`src/rtl/psw_swap_pkg.sv`:
```
package psw_swap_pkg;
  localparam int NCLS   = 5;
  localparam int CLS_W  = 3;
  localparam int CODE_W = 4;

  // class index doubles as service priority (0 served first)
  typedef enum logic [CLS_W-1:0] {
    CL_MCHK = 3'd0,
    CL_PROG = 3'd1,
    CL_SVC  = 3'd2,
    CL_EXT  = 3'd3,
    CL_IO   = 3'd4
  } cls_e;

  localparam int F_EN_IO   = 0;
  localparam int F_EN_EXT  = 1;
  localparam int F_EN_PROG = 2;
  localparam int F_EN_MCHK = 3;
  localparam int F_PROBLEM = 4;
  localparam int F_WAIT    = 5;
  localparam int F_CODE_LO = 8;

  localparam logic [CODE_W-1:0] CODE_PRIV = 4'd2;
  localparam logic [7:0]        NEW_OFS   = 8'd64;

  function automatic logic [7:0] old_slot(input logic [CLS_W-1:0] c);
    case (c)
      CL_MCHK: old_slot = 8'd48;
      CL_PROG: old_slot = 8'd40;
      CL_SVC:  old_slot = 8'd32;
      CL_EXT:  old_slot = 8'd24;
      default: old_slot = 8'd56;
    endcase
  endfunction

  function automatic logic [7:0] new_slot(input logic [CLS_W-1:0] c);
    new_slot = old_slot(c) + NEW_OFS;
  endfunction

  // program and machine-check conditions are dropped when masked
  function automatic logic droppable(input int c);
    droppable = (c == int'(CL_PROG)) || (c == int'(CL_MCHK));
  endfunction

  function automatic logic [NCLS-1:0] class_enables(input logic [63:0] psw);
    class_enables = {psw[F_EN_IO], psw[F_EN_EXT], 1'b1,
                     psw[F_EN_PROG], psw[F_EN_MCHK]};
  endfunction
endpackage

```
`src/rtl/psw_irq_pend.sv`:
```
module psw_irq_pend
  import psw_swap_pkg::*;
(
  input  logic              clk,
  input  logic              rst_n,
  input  logic [NCLS-1:0]   set,
  input  logic [NCLS-1:0]   en,
  input  logic [NCLS-1:0]   clr,
  input  logic [CODE_W-1:0] code_in,
  output logic [NCLS-1:0]   elig,
  output logic [CODE_W-1:0] code_q
);
  logic [NCLS-1:0] pend_q;

  for (genvar c = 0; c < NCLS; c++) begin : g_cls
    if (droppable(c)) begin : g_drop
      always_ff @(posedge clk) begin
        if (!rst_n) pend_q[c] <= 1'b0;
        else        pend_q[c] <= ((pend_q[c] & ~clr[c]) | set[c]) & en[c];
      end
    end else begin : g_hold
      always_ff @(posedge clk) begin
        if (!rst_n) pend_q[c] <= 1'b0;
        else        pend_q[c] <= (pend_q[c] & ~clr[c]) | set[c];
      end
    end
  end

  always_ff @(posedge clk) begin
    if (!rst_n)                           code_q <= '0;
    else if (set[CL_PROG] && en[CL_PROG]) code_q <= code_in;
  end

  assign elig = pend_q & en;
endmodule

```
`src/rtl/psw_irq_pick.sv`:
```
module psw_irq_pick
  import psw_swap_pkg::*;
(
  input  logic [NCLS-1:0]  req,
  output logic [NCLS-1:0]  grant,
  output logic [CLS_W-1:0] idx,
  output logic             any
);
  logic [NCLS:0] blocked;
  assign blocked[0] = 1'b0;

  for (genvar i = 0; i < NCLS; i++) begin : g_chain
    assign blocked[i+1] = blocked[i] | req[i];
    assign grant[i]     = req[i] & ~blocked[i];
  end

  always_comb begin
    idx = '0;
    for (int i = 0; i < NCLS; i++)
      if (grant[i]) idx = CLS_W'(i);
  end

  assign any = blocked[NCLS];
endmodule

```
`src/rtl/psw_swap_fsm.sv`:
```
module psw_swap_fsm
  import psw_swap_pkg::*;
#(
  parameter int          ADDR_W    = 24,
  parameter logic [63:0] RESET_PSW = 64'h0
) (
  input  logic              clk,
  input  logic              rst_n,
  input  logic              any,
  input  logic [CLS_W-1:0]  idx,
  input  logic [NCLS-1:0]   grant,
  input  logic [CODE_W-1:0] code_q,
  input  logic              lpsw_valid,
  input  logic [ADDR_W-1:0] lpsw_addr,
  output logic              lpsw_ready,
  output logic              reject,
  output logic [NCLS-1:0]   take_clr,
  output logic              mem_req_valid,
  input  logic              mem_req_ready,
  output logic              mem_we,
  output logic [ADDR_W-1:0] mem_addr,
  output logic [63:0]       mem_wdata,
  input  logic              mem_rsp_valid,
  input  logic [63:0]       mem_rsp_data,
  output logic [63:0]       cur_psw,
  output logic              busy
);
  typedef enum logic [1:0] {ST_IDLE, ST_WR_OLD, ST_RD_NEW, ST_RD_WAIT} st_e;

  st_e               st_q;
  logic [ADDR_W-1:0] addr_q, next_addr_q;
  logic [63:0]       wdata_q;
  logic [63:0]       old_img;
  logic              idle;

  function automatic logic [ADDR_W-1:0] widen(input logic [7:0] a);
    widen = ADDR_W'(a);
  endfunction

  always_comb begin
    old_img = cur_psw;
    old_img[F_WAIT] = 1'b0;
    old_img[F_CODE_LO +: CODE_W] = (idx == CL_PROG) ? code_q : '0;
  end

  assign idle          = (st_q == ST_IDLE);
  assign busy          = !idle;
  assign lpsw_ready    = idle && !any;
  assign take_clr      = (idle && any) ? grant : '0;
  assign reject        = lpsw_ready && lpsw_valid && cur_psw[F_PROBLEM];
  assign mem_req_valid = (st_q == ST_WR_OLD) || (st_q == ST_RD_NEW);
  assign mem_we        = (st_q == ST_WR_OLD);
  assign mem_addr      = addr_q;
  assign mem_wdata     = wdata_q;

  always_ff @(posedge clk) begin
    if (!rst_n) begin
      st_q        <= ST_IDLE;
      cur_psw     <= RESET_PSW;
      addr_q      <= '0;
      next_addr_q <= '0;
      wdata_q     <= '0;
    end else begin
      case (st_q)
        ST_IDLE: begin
          if (any) begin
            addr_q      <= widen(old_slot(idx));
            next_addr_q <= widen(new_slot(idx));
            wdata_q     <= old_img;
            st_q        <= ST_WR_OLD;
          end else if (lpsw_valid && !cur_psw[F_PROBLEM]) begin
            addr_q <= lpsw_addr;
            st_q   <= ST_RD_NEW;
          end
        end
        ST_WR_OLD: if (mem_req_ready) begin
          addr_q <= next_addr_q;
          st_q   <= ST_RD_NEW;
        end
        ST_RD_NEW: if (mem_req_ready) st_q <= ST_RD_WAIT;
        default: if (mem_rsp_valid) begin
          cur_psw <= mem_rsp_data;
          st_q    <= ST_IDLE;
        end
      endcase
    end
  end
endmodule

```
`src/rtl/psw_swap_ctrl.sv`:
```
module psw_swap_ctrl
  import psw_swap_pkg::*;
#(
  parameter int          ADDR_W    = 24,
  parameter logic [63:0] RESET_PSW = 64'h0
) (
  input  logic              clk,
  input  logic              rst_n,
  input  logic              irq_io,
  input  logic              irq_ext,
  input  logic              irq_svc,
  input  logic              prog_valid,
  input  logic [3:0]        prog_code,
  input  logic              mchk_valid,
  input  logic              lpsw_valid,
  output logic              lpsw_ready,
  input  logic [ADDR_W-1:0] lpsw_addr,
  output logic              mem_req_valid,
  input  logic              mem_req_ready,
  output logic              mem_we,
  output logic [ADDR_W-1:0] mem_addr,
  output logic [63:0]       mem_wdata,
  input  logic              mem_rsp_valid,
  input  logic [63:0]       mem_rsp_data,
  output logic [63:0]       cur_psw,
  output logic              busy
);
  logic [NCLS-1:0]   set_v, en_v, clr_v, elig_v, grant_v;
  logic [CLS_W-1:0]  pick_idx;
  logic              pick_any, reject;
  logic [CODE_W-1:0] code_in, code_q;

  assign set_v   = {irq_io, irq_ext, irq_svc, prog_valid | reject, mchk_valid};
  assign code_in = reject ? CODE_PRIV : prog_code;
  assign en_v    = class_enables(cur_psw);

  psw_irq_pend u_pend (
    .clk(clk), .rst_n(rst_n), .set(set_v), .en(en_v), .clr(clr_v),
    .code_in(code_in), .elig(elig_v), .code_q(code_q)
  );

  psw_irq_pick u_pick (
    .req(elig_v), .grant(grant_v), .idx(pick_idx), .any(pick_any)
  );

  psw_swap_fsm #(.ADDR_W(ADDR_W), .RESET_PSW(RESET_PSW)) u_fsm (
    .clk(clk), .rst_n(rst_n), .any(pick_any), .idx(pick_idx),
    .grant(grant_v), .code_q(code_q), .lpsw_valid(lpsw_valid),
    .lpsw_addr(lpsw_addr), .lpsw_ready(lpsw_ready), .reject(reject),
    .take_clr(clr_v), .mem_req_valid(mem_req_valid),
    .mem_req_ready(mem_req_ready), .mem_we(mem_we), .mem_addr(mem_addr),
    .mem_wdata(mem_wdata), .mem_rsp_valid(mem_rsp_valid),
    .mem_rsp_data(mem_rsp_data), .cur_psw(cur_psw), .busy(busy)
  );
endmodule

```
`config.mk`:
```
export PLATFORM = sky130hd
export DESIGN_NAME = psw_swap_ctrl
export DESIGN_NICKNAME = d
export VERILOG_FILES = /design/src/rtl/psw_swap_pkg.sv /design/src/rtl/psw_irq_pend.sv /design/src/rtl/psw_irq_pick.sv /design/src/rtl/psw_swap_fsm.sv /design/src/rtl/psw_swap_ctrl.sv
export SDC_FILE = /design/constraint.sdc
export NUM_CORES = 1
export LEC_CHECK = 0
export BUFFER_PORTS_ARGS = -buffer_cell sky130_fd_sc_hd__buf_4
export CAP_MARGIN = 20
export CORE_AREA = 2 2 154 156
export CTS_CLUSTER_DIAMETER = 60
export CTS_CLUSTER_SIZE = 16
export DETAILED_ROUTE_END_ITERATION = 10
export DIE_AREA = 0 0 156 158
export PLACE_DENSITY = 0.59
export SLEW_MARGIN = 20
export SYNTH_ARGS = -nofsm -noshare
export SYNTH_HDL_FRONTEND = slang
export SYNTH_SLANG_ARGS = --single-unit
```
`constraint.sdc`:
```
create_clock -name clk -period 2.3 [get_ports clk]
set_input_delay 0.115 -clock clk [delete_from_list [all_inputs] [get_ports clk]]
set_output_delay 0.115 -clock clk [all_outputs]
set_load 0.005 [all_outputs]
```
==> run_results.csv <==
group,metric,value,unit
sta,setup_tns,0,ps
sta,hold_slack,129,ps
yosys,yosysTopAreaCell,"dfxtp_1",
finish,area_delta_synth_final,51.0,%
sta,fmaxAchievable,484,MHz
pwr,p_per_area,836,nW/µm²
sta,setup_viol,0,
global_routing,grt_pass1_wl,31800,µm
global_routing,track_usage,0.164,
yosys,ys.flop_type,"dfxtp_1",
pwr,vdd_drop_max,0.413,mV
yosys,synthCells,826,
finish,final_cells,1396,
place,hpwl,13700,µm
floorplan,fp.dieH,158,µm
clock_network,clk_pin_slew_worst_paths,70,ps
yosys,syn_area,6590,µm²
sta,finalHoldViolCount,0,
finish,nNetsFinal,1199,
sta,final-max-slew-violation-count,0,
finish,drive_gt1_frac,0.290,
yosys,synth_cell_types,44,
yosys,synth-warning-count,0,
finish,seq_area,3320,µm²
outcome,status,"completed",
finish,insertedDiodeCount,0,
drt,dr.first_iter.drc_count,393,
yosys,yosysMostFrequentCell,"nand2_1",
finish,fillers,2255,
yosys,synthTopCellsByArea,"dfxtp_1, nand2_1, nand3_1",
clock_network,postCtsSetupBuffers,0,
global_routing,antenna_found_initial,0,
worst_hold_path,min_path_type,"input port to register",
setup_path,crit_path_end_kind,"register",
place,port_buffers,256,
clock_network,htree_levels,4,
sta,fin_worst_skew,11.4,ps
yosys,synth_top_area_frac,0.505,
setup_path,cp.required,2620,ps
floorplan,core,23100,µm²
floorplan,initial_core_util,0.286,
drt,num_vias,6446,
yosys,syn_area_per_cell,7.97,µm²
floorplan,rows,56,
setup_path,cp.arrival,2380,ps
sta,layout_min_cycle_time,2060,ps
global_routing,grt_overflow_total,0,
setup_path,cp-start-kind,"register",
sta,worst_pin_slew,622,ps
setup_path,criticalPathCategory,"register to register",
floorplan,io_pins,258,
setup_path,crit_fanout,20,
drt,drtPass1Iterations,4,
run,maxCapViolations,0,
floorplan,die_x,156,µm
global_routing,grt_pass1_vias,6088,
global_routing,grt_max_degree,65,
yosys,synthTopCellsByCount,"nand2_1, dfxtp_1, nand3_1",
pwr,p_total,8.31,mW
yosys,ys_seq_elements,166,
clock_network,tritoncts,"done",
pwr,p_leak,4.15,nW
floorplan,die_area,24600,µm²
drt,drc,0,
yosys,synth-edff-count,0,
drt,wirelength,20500,µm
sta,min_period_over_period,0.898,
sta,relSlewSlack,0.585,
drt,vias_per_cell,4.62,
clock_network,cts_buffer_depth,2,
yosys,async_reset_ff_frac,0,
place,gp_congestion,0.804,
drt,wl_per_cell,14.7,µm
finish,multi_input_area,2560,µm²
place,dpl.cell_count,1271,
yosys,syn_nets,932,
clock_network,clk_latency,420,ps
clock_network,numCtsBuffers,17,
clock_network,clockRootBuffer,"clkbuf_16",
sta,rsz0062_at_grt,"no",
yosys,ys_seq_area_frac,0.505,
drt,final_antenna_net_count,0,
clock_network,cts_sinks,166,
## layout by cell type, fill, tap and decap left out, types with 2 or more instances in the layout
master	instances
buf_4	275
nand2_1	223
dfxtp_1	166
nand3_1	101
dlygate4sd3_1	93
a21oi_1	78
o21ai_0	66
clkbuf_16	17
nor2_1	12
nand4_1	6
inv_1	5
o21ai_1	5
ha_1	4
clkbuf_8	4
a32o_1	3
bufinv_16	3
inv_6	3
clkinv_4	3
o221a_2	2
a22oi_1	2
or4_1	2
buf_12	2
## stage by stage
step | instance area [µm²] | worst slack, ps | utilization
2_1_floorplan | 6590 | 405 | -
3_3_place_gp | 8370 | 236 | 0.363
3_5_place_dp | 8370 | 148 | 0.363
4_1_cts | 9940 | 128 | 0.431
5_1_grt | 9950 | 30.0 | 0.431
6_report | 9950 | 236 | 0.431
## cell families after synthesis
kind of cell / Yosys count / synth area share
compound gates: 173 / 0.146
fa+ha+maj: 4 / 0.00760
buf+inv: 128 / 0.112
flops: 166 / 0.505
mux: 1 / 0.00171
other cells: 1 / 0.000569
simple gates: 353 / 0.227
## timing repair
item                                    4_1_cts  5_1_grt
endpoints found under the setup margin        0        3
endpoints found under the hold margin        93        0
resized for setup                             0        1
hold buffers                                 93        0
## worst max-delay path, stage by stage, from the launching register on
cell	delay (ps)
dfxtp_1	340
inv_1	120
ha_1	250
a21bo_2	310
o41a_1	520
buf_4	250
nand3_1	110
nand2_1	60
## area by class of cell
cell class	instances	share of cell area
multi-input combinational	532	0.257
sequential	166	0.334
tap	290	0.0365
inverter	6	0.00226
clock inverter	11	0.0162
timing repair buffer	370	0.305
clock buffer	21	0.0483
## routing by layer
metal | part of all wire | track usage | up-vias | routed length [µm]
met1 | 0.44 | 0.203 | 2965 | 9010
met5 | 0 | 0 | - | 0
met2 | 0.49 | 0.282 | 218 | 9950
met4 | 0.011 | 0.0428 | 0 | 223
li1 | - | - | 3247 | -
met3 | 0.064 | 0.0452 | 16 | 1320
## where the power goes
group	internal, mW	switching (mW)
Combinational	0.889	1.13
Sequential	3.09	0.136
Clock	1.85	1.22
Total	5.83	2.49
## sequential cells by signal (all words and copies together), names as in the netlist
register,flops
u_fsm.st_q,2
u_fsm.mem_wdata,63
u_pend.pend_q,5
u_fsm.next_addr_q,4
u_pend.code_q,4
u_fsm.mem_addr,24
u_fsm.cur_psw,64
## worst paths after layout
kind / start / end / slack [ps] / depth (start not counted)
setup / recovery: u_fsm.st_q[1]$_SDFFE_PN0P_ / u_fsm.mem_addr[20]$_SDFFE_PN0P_ / 240 / 7
hold / removal: prog_valid / u_pend.code_q[1]$_SDFFE_PN0P_ / 130 / 4
setup reg to reg: u_fsm.st_q[1]$_SDFFE_PN0P_ / u_fsm.mem_addr[20]$_SDFFE_PN0P_ / 240 / 7
hold reg to reg: u_fsm.mem_wdata[57]$_SDFFE_PN0N_ / u_fsm.mem_wdata[57]$_SDFFE_PN0N_ / 450 / 2
Note: power is estimated with default switching activity, not from simulation.
